==> config.mk <==
export PLATFORM = sky130hd
export DESIGN_NAME = twi_start_hold
export DESIGN_NICKNAME = d
export VERILOG_FILES = /design/src/rtl/twi_sh_pkg.sv /design/src/rtl/twi_line_sync.sv /design/src/rtl/twi_cond_detect.sv /design/src/rtl/twi_hold_fsm.sv /design/src/rtl/twi_shift_count.sv /design/src/rtl/twi_start_hold.sv
export SDC_FILE = /design/constraint.sdc
export NUM_CORES = 1
export LEC_CHECK = 0
export ABC_AREA = 1
export BUFFER_PORTS_ARGS = -buffer_cell sky130_fd_sc_hd__clkbuf_2
export CAP_MARGIN = 10
export CORE_MARGIN = 5
export CORE_UTILIZATION = 45
export CTS_BUF_LIST = sky130_fd_sc_hd__clkbuf_4
export CTS_CLUSTER_SIZE = 40
export DETAILED_ROUTE_END_ITERATION = 8
export HOLD_SLACK_MARGIN = 0.05
export PLACE_DENSITY_LB_ADDON = 0.25
export SLEW_MARGIN = 40
export SYNTH_ARGS = -nofsm -noshare
export SYNTH_HDL_FRONTEND = slang
export SYNTH_HIERARCHICAL = 1
export SYNTH_SLANG_ARGS = --single-unit
==> constraint.sdc <==
create_clock -name clk -period 4.05 [get_ports clk]
set_input_delay 0.2025 -clock clk [delete_from_list [all_inputs] [get_ports clk]]
set_output_delay 0.2025 -clock clk [all_outputs]
set_load 0.03 [all_outputs]
==> src/rtl/twi_sh_pkg.sv <==
package twi_sh_pkg;

    typedef enum logic [1:0] {
        HS_IDLE  = 2'd0,
        HS_ARMED = 2'd1,
        HS_HOLD  = 2'd2
    } hold_state_e;

    typedef struct packed {
        logic start;
        logic stop;
        logic scl_rise;
        logic scl_fall;
    } line_ev_t;

endpackage

==> src/rtl/twi_line_sync.sv <==
module twi_line_sync #(
    parameter int LINES  = 2,
    parameter int STAGES = 2
) (
    input  logic             clk,
    input  logic             rst_n,
    input  logic [LINES-1:0] raw_i,
    output logic [LINES-1:0] sync_o
);
    localparam int LAST = STAGES - 1;

    for (genvar g = 0; g < LINES; g++) begin : g_line
        logic [STAGES-1:0] chain;
        always_ff @(posedge clk or negedge rst_n) begin
            if (!rst_n) begin
                chain <= '1;
            end else begin
                chain <= {chain[STAGES-2:0], raw_i[g]};
            end
        end
        assign sync_o[g] = chain[LAST];
    end

endmodule

==> src/rtl/twi_cond_detect.sv <==
module twi_cond_detect
    import twi_sh_pkg::*;
(
    input  logic     clk,
    input  logic     rst_n,
    input  logic     scl_s,
    input  logic     sda_s,
    output line_ev_t ev
);
    logic scl_prev;
    logic sda_prev;
    logic clk_high_both;

    always_ff @(posedge clk or negedge rst_n) begin
        if (!rst_n) begin
            scl_prev <= 1'b1;
            sda_prev <= 1'b1;
        end else begin
            scl_prev <= scl_s;
            sda_prev <= sda_s;
        end
    end

    always_comb begin
        clk_high_both = scl_prev & scl_s;
        ev.start      = clk_high_both & sda_prev & ~sda_s;
        ev.stop       = clk_high_both & ~sda_prev & sda_s;
        ev.scl_rise   = ~scl_prev & scl_s;
        ev.scl_fall   = scl_prev & ~scl_s;
    end

endmodule

==> src/rtl/twi_hold_fsm.sv <==
module twi_hold_fsm
    import twi_sh_pkg::*;
(
    input  logic     clk,
    input  logic     rst_n,
    input  line_ev_t ev,
    input  logic     start_clr,
    input  logic     stop_clr,
    output logic     start_flag,
    output logic     stop_flag,
    output logic     hold_scl
);
    hold_state_e state_q;
    hold_state_e state_d;

    // next-state selection
    always_comb begin
        state_d = state_q;
        unique case (state_q)
            HS_IDLE: begin
                if (ev.start) state_d = HS_ARMED;
            end
            HS_ARMED: begin
                if (ev.start)          state_d = HS_ARMED;
                else if (ev.stop)      state_d = HS_IDLE;
                else if (start_clr)    state_d = HS_IDLE;
                else if (ev.scl_fall)  state_d = HS_HOLD;
            end
            HS_HOLD: begin
                if (ev.start)          state_d = HS_ARMED;
                else if (ev.stop)      state_d = HS_IDLE;
                else if (start_clr)    state_d = HS_IDLE;
            end
            default: state_d = HS_IDLE;
        endcase
    end

    // state register
    always_ff @(posedge clk or negedge rst_n) begin
        if (!rst_n) state_q <= HS_IDLE;
        else        state_q <= state_d;
    end

    // sticky condition flags: a detection beats a same-cycle clear
    always_ff @(posedge clk or negedge rst_n) begin
        if (!rst_n) begin
            start_flag <= 1'b0;
            stop_flag  <= 1'b0;
        end else begin
            if (ev.start)      start_flag <= 1'b1;
            else if (start_clr) start_flag <= 1'b0;
            if (ev.stop)       stop_flag  <= 1'b1;
            else if (stop_clr) stop_flag  <= 1'b0;
        end
    end

    // outputs from state
    always_comb begin
        hold_scl = 1'b0;
        unique case (state_q)
            HS_IDLE:  hold_scl = 1'b0;
            HS_ARMED: hold_scl = 1'b0;
            HS_HOLD:  hold_scl = 1'b1;
            default:  hold_scl = 1'b0;
        endcase
    end

endmodule

==> src/rtl/twi_shift_count.sv <==
module twi_shift_count
    import twi_sh_pkg::*;
#(
    parameter int DATA_W = 8,
    parameter int CNT_W  = 4
) (
    input  logic              clk,
    input  logic              rst_n,
    input  line_ev_t          ev,
    input  logic              sda_s,
    input  logic              cnt_zero,
    input  logic              ovf_clr,
    input  logic              data_we,
    input  logic [DATA_W-1:0] data_wdata,
    output logic [DATA_W-1:0] data_q,
    output logic [CNT_W-1:0]  cnt_q,
    output logic              ovf_q
);
    localparam logic [CNT_W-1:0] CNT_TOP = '1;

    logic bit_latch;
    logic any_edge;
    logic wrap;

    assign any_edge = ev.scl_rise | ev.scl_fall;
    assign wrap     = any_edge & ~cnt_zero & (cnt_q == CNT_TOP);

    always_ff @(posedge clk or negedge rst_n) begin
        if (!rst_n) begin
            cnt_q <= '0;
        end else if (cnt_zero) begin
            cnt_q <= '0;
        end else if (any_edge) begin
            cnt_q <= cnt_q + 1'b1;
        end
    end

    always_ff @(posedge clk or negedge rst_n) begin
        if (!rst_n)       ovf_q <= 1'b0;
        else if (wrap)    ovf_q <= 1'b1;
        else if (ovf_clr) ovf_q <= 1'b0;
    end

    always_ff @(posedge clk or negedge rst_n) begin
        if (!rst_n)           bit_latch <= 1'b1;
        else if (ev.scl_rise) bit_latch <= sda_s;
    end

    always_ff @(posedge clk or negedge rst_n) begin
        if (!rst_n) begin
            data_q <= '1;
        end else if (data_we) begin
            data_q <= data_wdata;
        end else if (ev.scl_fall) begin
            data_q <= {data_q[DATA_W-2:0], bit_latch};
        end
    end

endmodule

==> src/rtl/twi_start_hold.sv <==
module twi_start_hold
    import twi_sh_pkg::*;
#(
    parameter int DATA_W      = 8,
    parameter int CNT_W       = 4,
    parameter int SYNC_STAGES = 2
) (
    input  logic              clk,
    input  logic              rst_n,
    input  logic              scl_i,
    input  logic              sda_i,
    input  logic              scl_dir,
    input  logic              sda_dir,
    input  logic              sda_pin_low,
    input  logic              irq_en,
    input  logic              start_clr,
    input  logic              stop_clr,
    input  logic              ovf_clr,
    input  logic              cnt_clr,
    input  logic              data_we,
    input  logic [DATA_W-1:0] data_wdata,
    output logic [DATA_W-1:0] data_rdata,
    output logic              start_flag,
    output logic              stop_flag,
    output logic              ovf_flag,
    output logic [CNT_W-1:0]  edge_cnt,
    output logic              irq,
    output logic              scl_pull,
    output logic              sda_pull
);
    localparam int MSB = DATA_W - 1;

    logic [1:0] lines_s;
    line_ev_t   ev;
    logic       hold_scl;
    logic       cnt_zero;

    twi_line_sync #(.LINES(2), .STAGES(SYNC_STAGES)) i_sync (
        .clk    (clk),
        .rst_n  (rst_n),
        .raw_i  ({sda_i, scl_i}),
        .sync_o (lines_s)
    );

    twi_cond_detect i_cond (
        .clk   (clk),
        .rst_n (rst_n),
        .scl_s (lines_s[0]),
        .sda_s (lines_s[1]),
        .ev    (ev)
    );

    twi_hold_fsm i_fsm (
        .clk        (clk),
        .rst_n      (rst_n),
        .ev         (ev),
        .start_clr  (start_clr),
        .stop_clr   (stop_clr),
        .start_flag (start_flag),
        .stop_flag  (stop_flag),
        .hold_scl   (hold_scl)
    );

    assign cnt_zero = cnt_clr | start_clr;

    twi_shift_count #(.DATA_W(DATA_W), .CNT_W(CNT_W)) i_shc (
        .clk        (clk),
        .rst_n      (rst_n),
        .ev         (ev),
        .sda_s      (lines_s[1]),
        .cnt_zero   (cnt_zero),
        .ovf_clr    (ovf_clr),
        .data_we    (data_we),
        .data_wdata (data_wdata),
        .data_q     (data_rdata),
        .cnt_q      (edge_cnt),
        .ovf_q      (ovf_flag)
    );

    assign irq      = irq_en & start_flag;
    assign scl_pull = scl_dir & hold_scl;
    assign sda_pull = sda_dir & (~data_rdata[MSB] | sda_pin_low);

endmodule

==> out/metrics.cfg <==
[power_and_ir_drop]
power_frac_clock_pct = 32.2
seq_power_share_pct = 51.9
combPwrFrac_pct = 15.9
p_int_uw = 394
total_leakage_power_uw = 0.000732
irDropWorstVdd_v = 0.000260
power_density_nw_per_um2 = 384
power_switching_uw = 138
swShare_pct = 25.9
p_total_uw = 532

[synthesis]
synth_area_leaders = dfstp_2 (36%), dfrtp_1 (21%), nand2_1 (13%)
syn_nets = 149
syn_area_sq_um = 1090
yosys_warnings = 6
synth.top_cell.area_share_pct = 36.2
avgSynthCellArea_sq_um = 8.58
netlist_instances = 127
synth_edf_count = 0
seq_area_frac_synth_pct = 56.8
synthDistinctLibCells = 21
synth_top_area_cell = dfstp_2
synth_ff_type = dfstp_2
synthTopCellsByCount = nand2_1 (39), inv_1 (17), dfstp_2 (15)
yosys_register_bits = 24
synthArstFlopShare_pct = 100
synth_most_common_cell = nand2_1

[drt]
firstDrtPassIters = 4
vias = 919
via_per_inst = 4.64
drc = 0
wl_per_cell_um = 10.7
drtAntennaViolNets = 0
drtIter0Drc = 30
wirelength_mm = 2.13

[clocking]
htree_levels = 1
cts_hold_buf = 4
cts_resized = 0
clkTransAtPathRegs_ns = 0.13
cts.sink_count = 24
root_buffer = clkbuf_4
cts_tree = done
cts_made_buffers = 3
postCtsSetupRepairBufs = 0
clockBufferDepth = 2
clock_latency_ns = 0.31

[place]
postPlaceCellArea_sq_um = 1290
port_buffers = 38
dp_cells = 190
gp_congestion = 0.800
dp.final_hpwl_mm = 1.67
post-place-ws_ns = 2.60

[outcome]
status = complete, no violations

[critical_path]
crit_required_ns = 4.31
rr_endpoint = i_shc/data_q[1]$_DFFE_PN1P_
crit_path_end = i_shc/data_q[1]$_DFFE_PN1P_
cp_max_fo = 8
rr_worst_depth = 6
crit_arrival_ns = 1.73
worst-setup-path-type = reg2reg
critPathMaxStageDelay_ns = 0.56
critPathLaunchType = register
startpoint = i_cond/scl_prev$_DFF_PN1_
endpoint_kind = register
rrSetupSlack_ns = 2.58
worstPathCellList = inv_1 > nor2_1 > inv_1 > nor2_4 > nand2_1 > nand3_1
slowest_stage = dfstp_2
r2r_start = i_cond/scl_prev$_DFF_PN1_
worst_path_most_repeated_cell = inv_1

[grt]
grt_pass1_vias = 854
grt.total_usage_pct = 13.5
grt_max_degree = 25
antenna_found_initial = 0
grt_pass1_wl_mm = 3.62
grt_overflow_total = 0

[flow_run]
drv_cap = 0

[floorplan]
io_pins = 39
fp.dieH_um = 59.2
die_x_um = 59.2
num_rows = 17
start_util_pct = 48.3
core_area_sq_um = 2250
dieArea_sq_um = 3510

[timing]
setup_viol = 0
fin_skew_ns = 0.00399
rsz0062_at_grt = no
fin_ws_ns = 2.58
fin_crit_sh_pct = 36.2
max_freq_mhz = 682
tns_ns = 0
hold_viol_final = 0
worstMarginPinSlew_ns = 0.576
drv_slew = 0
slew_headroom_pct = 61.6
final.min_clock_period_ns = 1.47

[cells_and_area]
n_fill_cell = 218
diodes = 0
layout-area-overhead-vs-synth_pct = 27.3
finalNetCount = 193
drive_gt1_share_pct = 37.6
stdcell_area_sq_um = 1390
stdcell_count = 198

[min_path]
holdCritPathClass = in2reg

registers in the layout (all words and copies together), names as in the netlist:
name                 flops
i_cond/scl_prev          1
i_cond/sda_prev          1
i_fsm/start_flag         1
i_fsm/state_q            2
i_fsm/stop_flag          1
i_shc/bit_latch          1
i_shc/cnt_q              4
i_shc/data_q             8
i_shc/ovf_q              1
i_sync/g_line.chain      4
power groups by stage:
stage          combinational (uW)  sequential (uW)  clock, uW
3_3_place_gp                 81.4              280          0
5_1_grt                      94.1              279        188
4_1_cts                      86.3              277        178
2_1_floorplan                32.3              301          0
3_5_place_dp                 83.2              281          0
6_report                     84.7              276        171
cell usage in the layout (no fill, tap or decap):
cell type / count
ha_1: 1
nor3_1: 1
clkbuf_4: 3
dfrtp_1: 9
o21ai_1: 1
clkbuf_2: 38
mux2_2: 1
nor2_2: 3
dfstp_2: 15
bufinv_16: 1
nand2_1: 39
o21ai_0: 3
or2_1: 1
inv_1: 17
nor2_1: 12
dlygate4sd3_1: 4
nor2_4: 2
nand4_1: 1
a21oi_1: 3
o21bai_1: 1
inv_2: 1
o22ai_1: 1
nand3_1: 12
metrics by stage:
stage	hold WS, ns	utilization, %
after global routing	0.0585	61.5
after global placement	0.220	57.4
after floorplan	-0.0931	-
final	0.0667	61.5
after CTS	0.0578	61.5
after detailed placement	0.229	57.4
worst min path at each step:
| stage | startpoint | depth (start not counted) | slack [ns] | end |
|---|---|---|---|---|
| 2_1_floorplan | rst_n | 0 | -0.09 | i_fsm/start_flag$_DFFE_PN0P_ |
| 3_3_place_gp | rst_n | 1 | 0.22 | i_fsm/start_flag$_DFFE_PN0P_ |
| 3_5_place_dp | rst_n | 1 | 0.23 | i_fsm/start_flag$_DFFE_PN0P_ |
| 4_1_cts | ovf_clr | 2 | 0.06 | i_shc/ovf_q$_DFFE_PN0P_ |
| 5_1_grt | ovf_clr | 2 | 0.06 | i_shc/ovf_q$_DFFE_PN0P_ |
| 6_report | ovf_clr | 2 | 0.07 | i_shc/ovf_q$_DFFE_PN0P_ |
final cells by class:
| cell class | instances | area (sq um) | share of cell area (%) |
|---|---|---|---|
| repair buffers | 42 | 230 | 16.6 |
| clock buffers | 3 | 22.5 | 1.62 |
| inverters | 18 | 67.6 | 4.87 |
| well taps | 28 | 35.0 | 2.52 |
| flip-flops and latches | 24 | 619 | 44.6 |
| multi-input cells | 82 | 383 | 27.6 |
| clock inverters | 1 | 30.0 | 2.16 |
worst max-delay path, delay by kind of cell, from the launching register on:
kind / cells / cell delay (ns)
buf+inv: 2 / 0.18
flops: 1 / 0.56
simple gates: 4 / 0.68
logic make-up after synthesis:
kind of cell | Yosys count | synth area share [%]
buffers and inverters | 21 | 8.04
DFF | 24 | 56.8
muxes | 1 | 1.03
adders and majority gates | 1 | 1.15
and+or+nand+nor | 71 | 28.5
AOI/OAI and AO/OA | 9 | 4.48
layer usage:
metal / wire [um] / part of all wire, % / global-route usage [%]
met5: 0 / 0 / 0
met3: 129 / 6.1 / 2.18
met2: 1060 / 50 / 22.9
met1: 895 / 42 / 16.3
met4: 45 / 2.1 / 7.12
(Power assumes the default switching activity.)
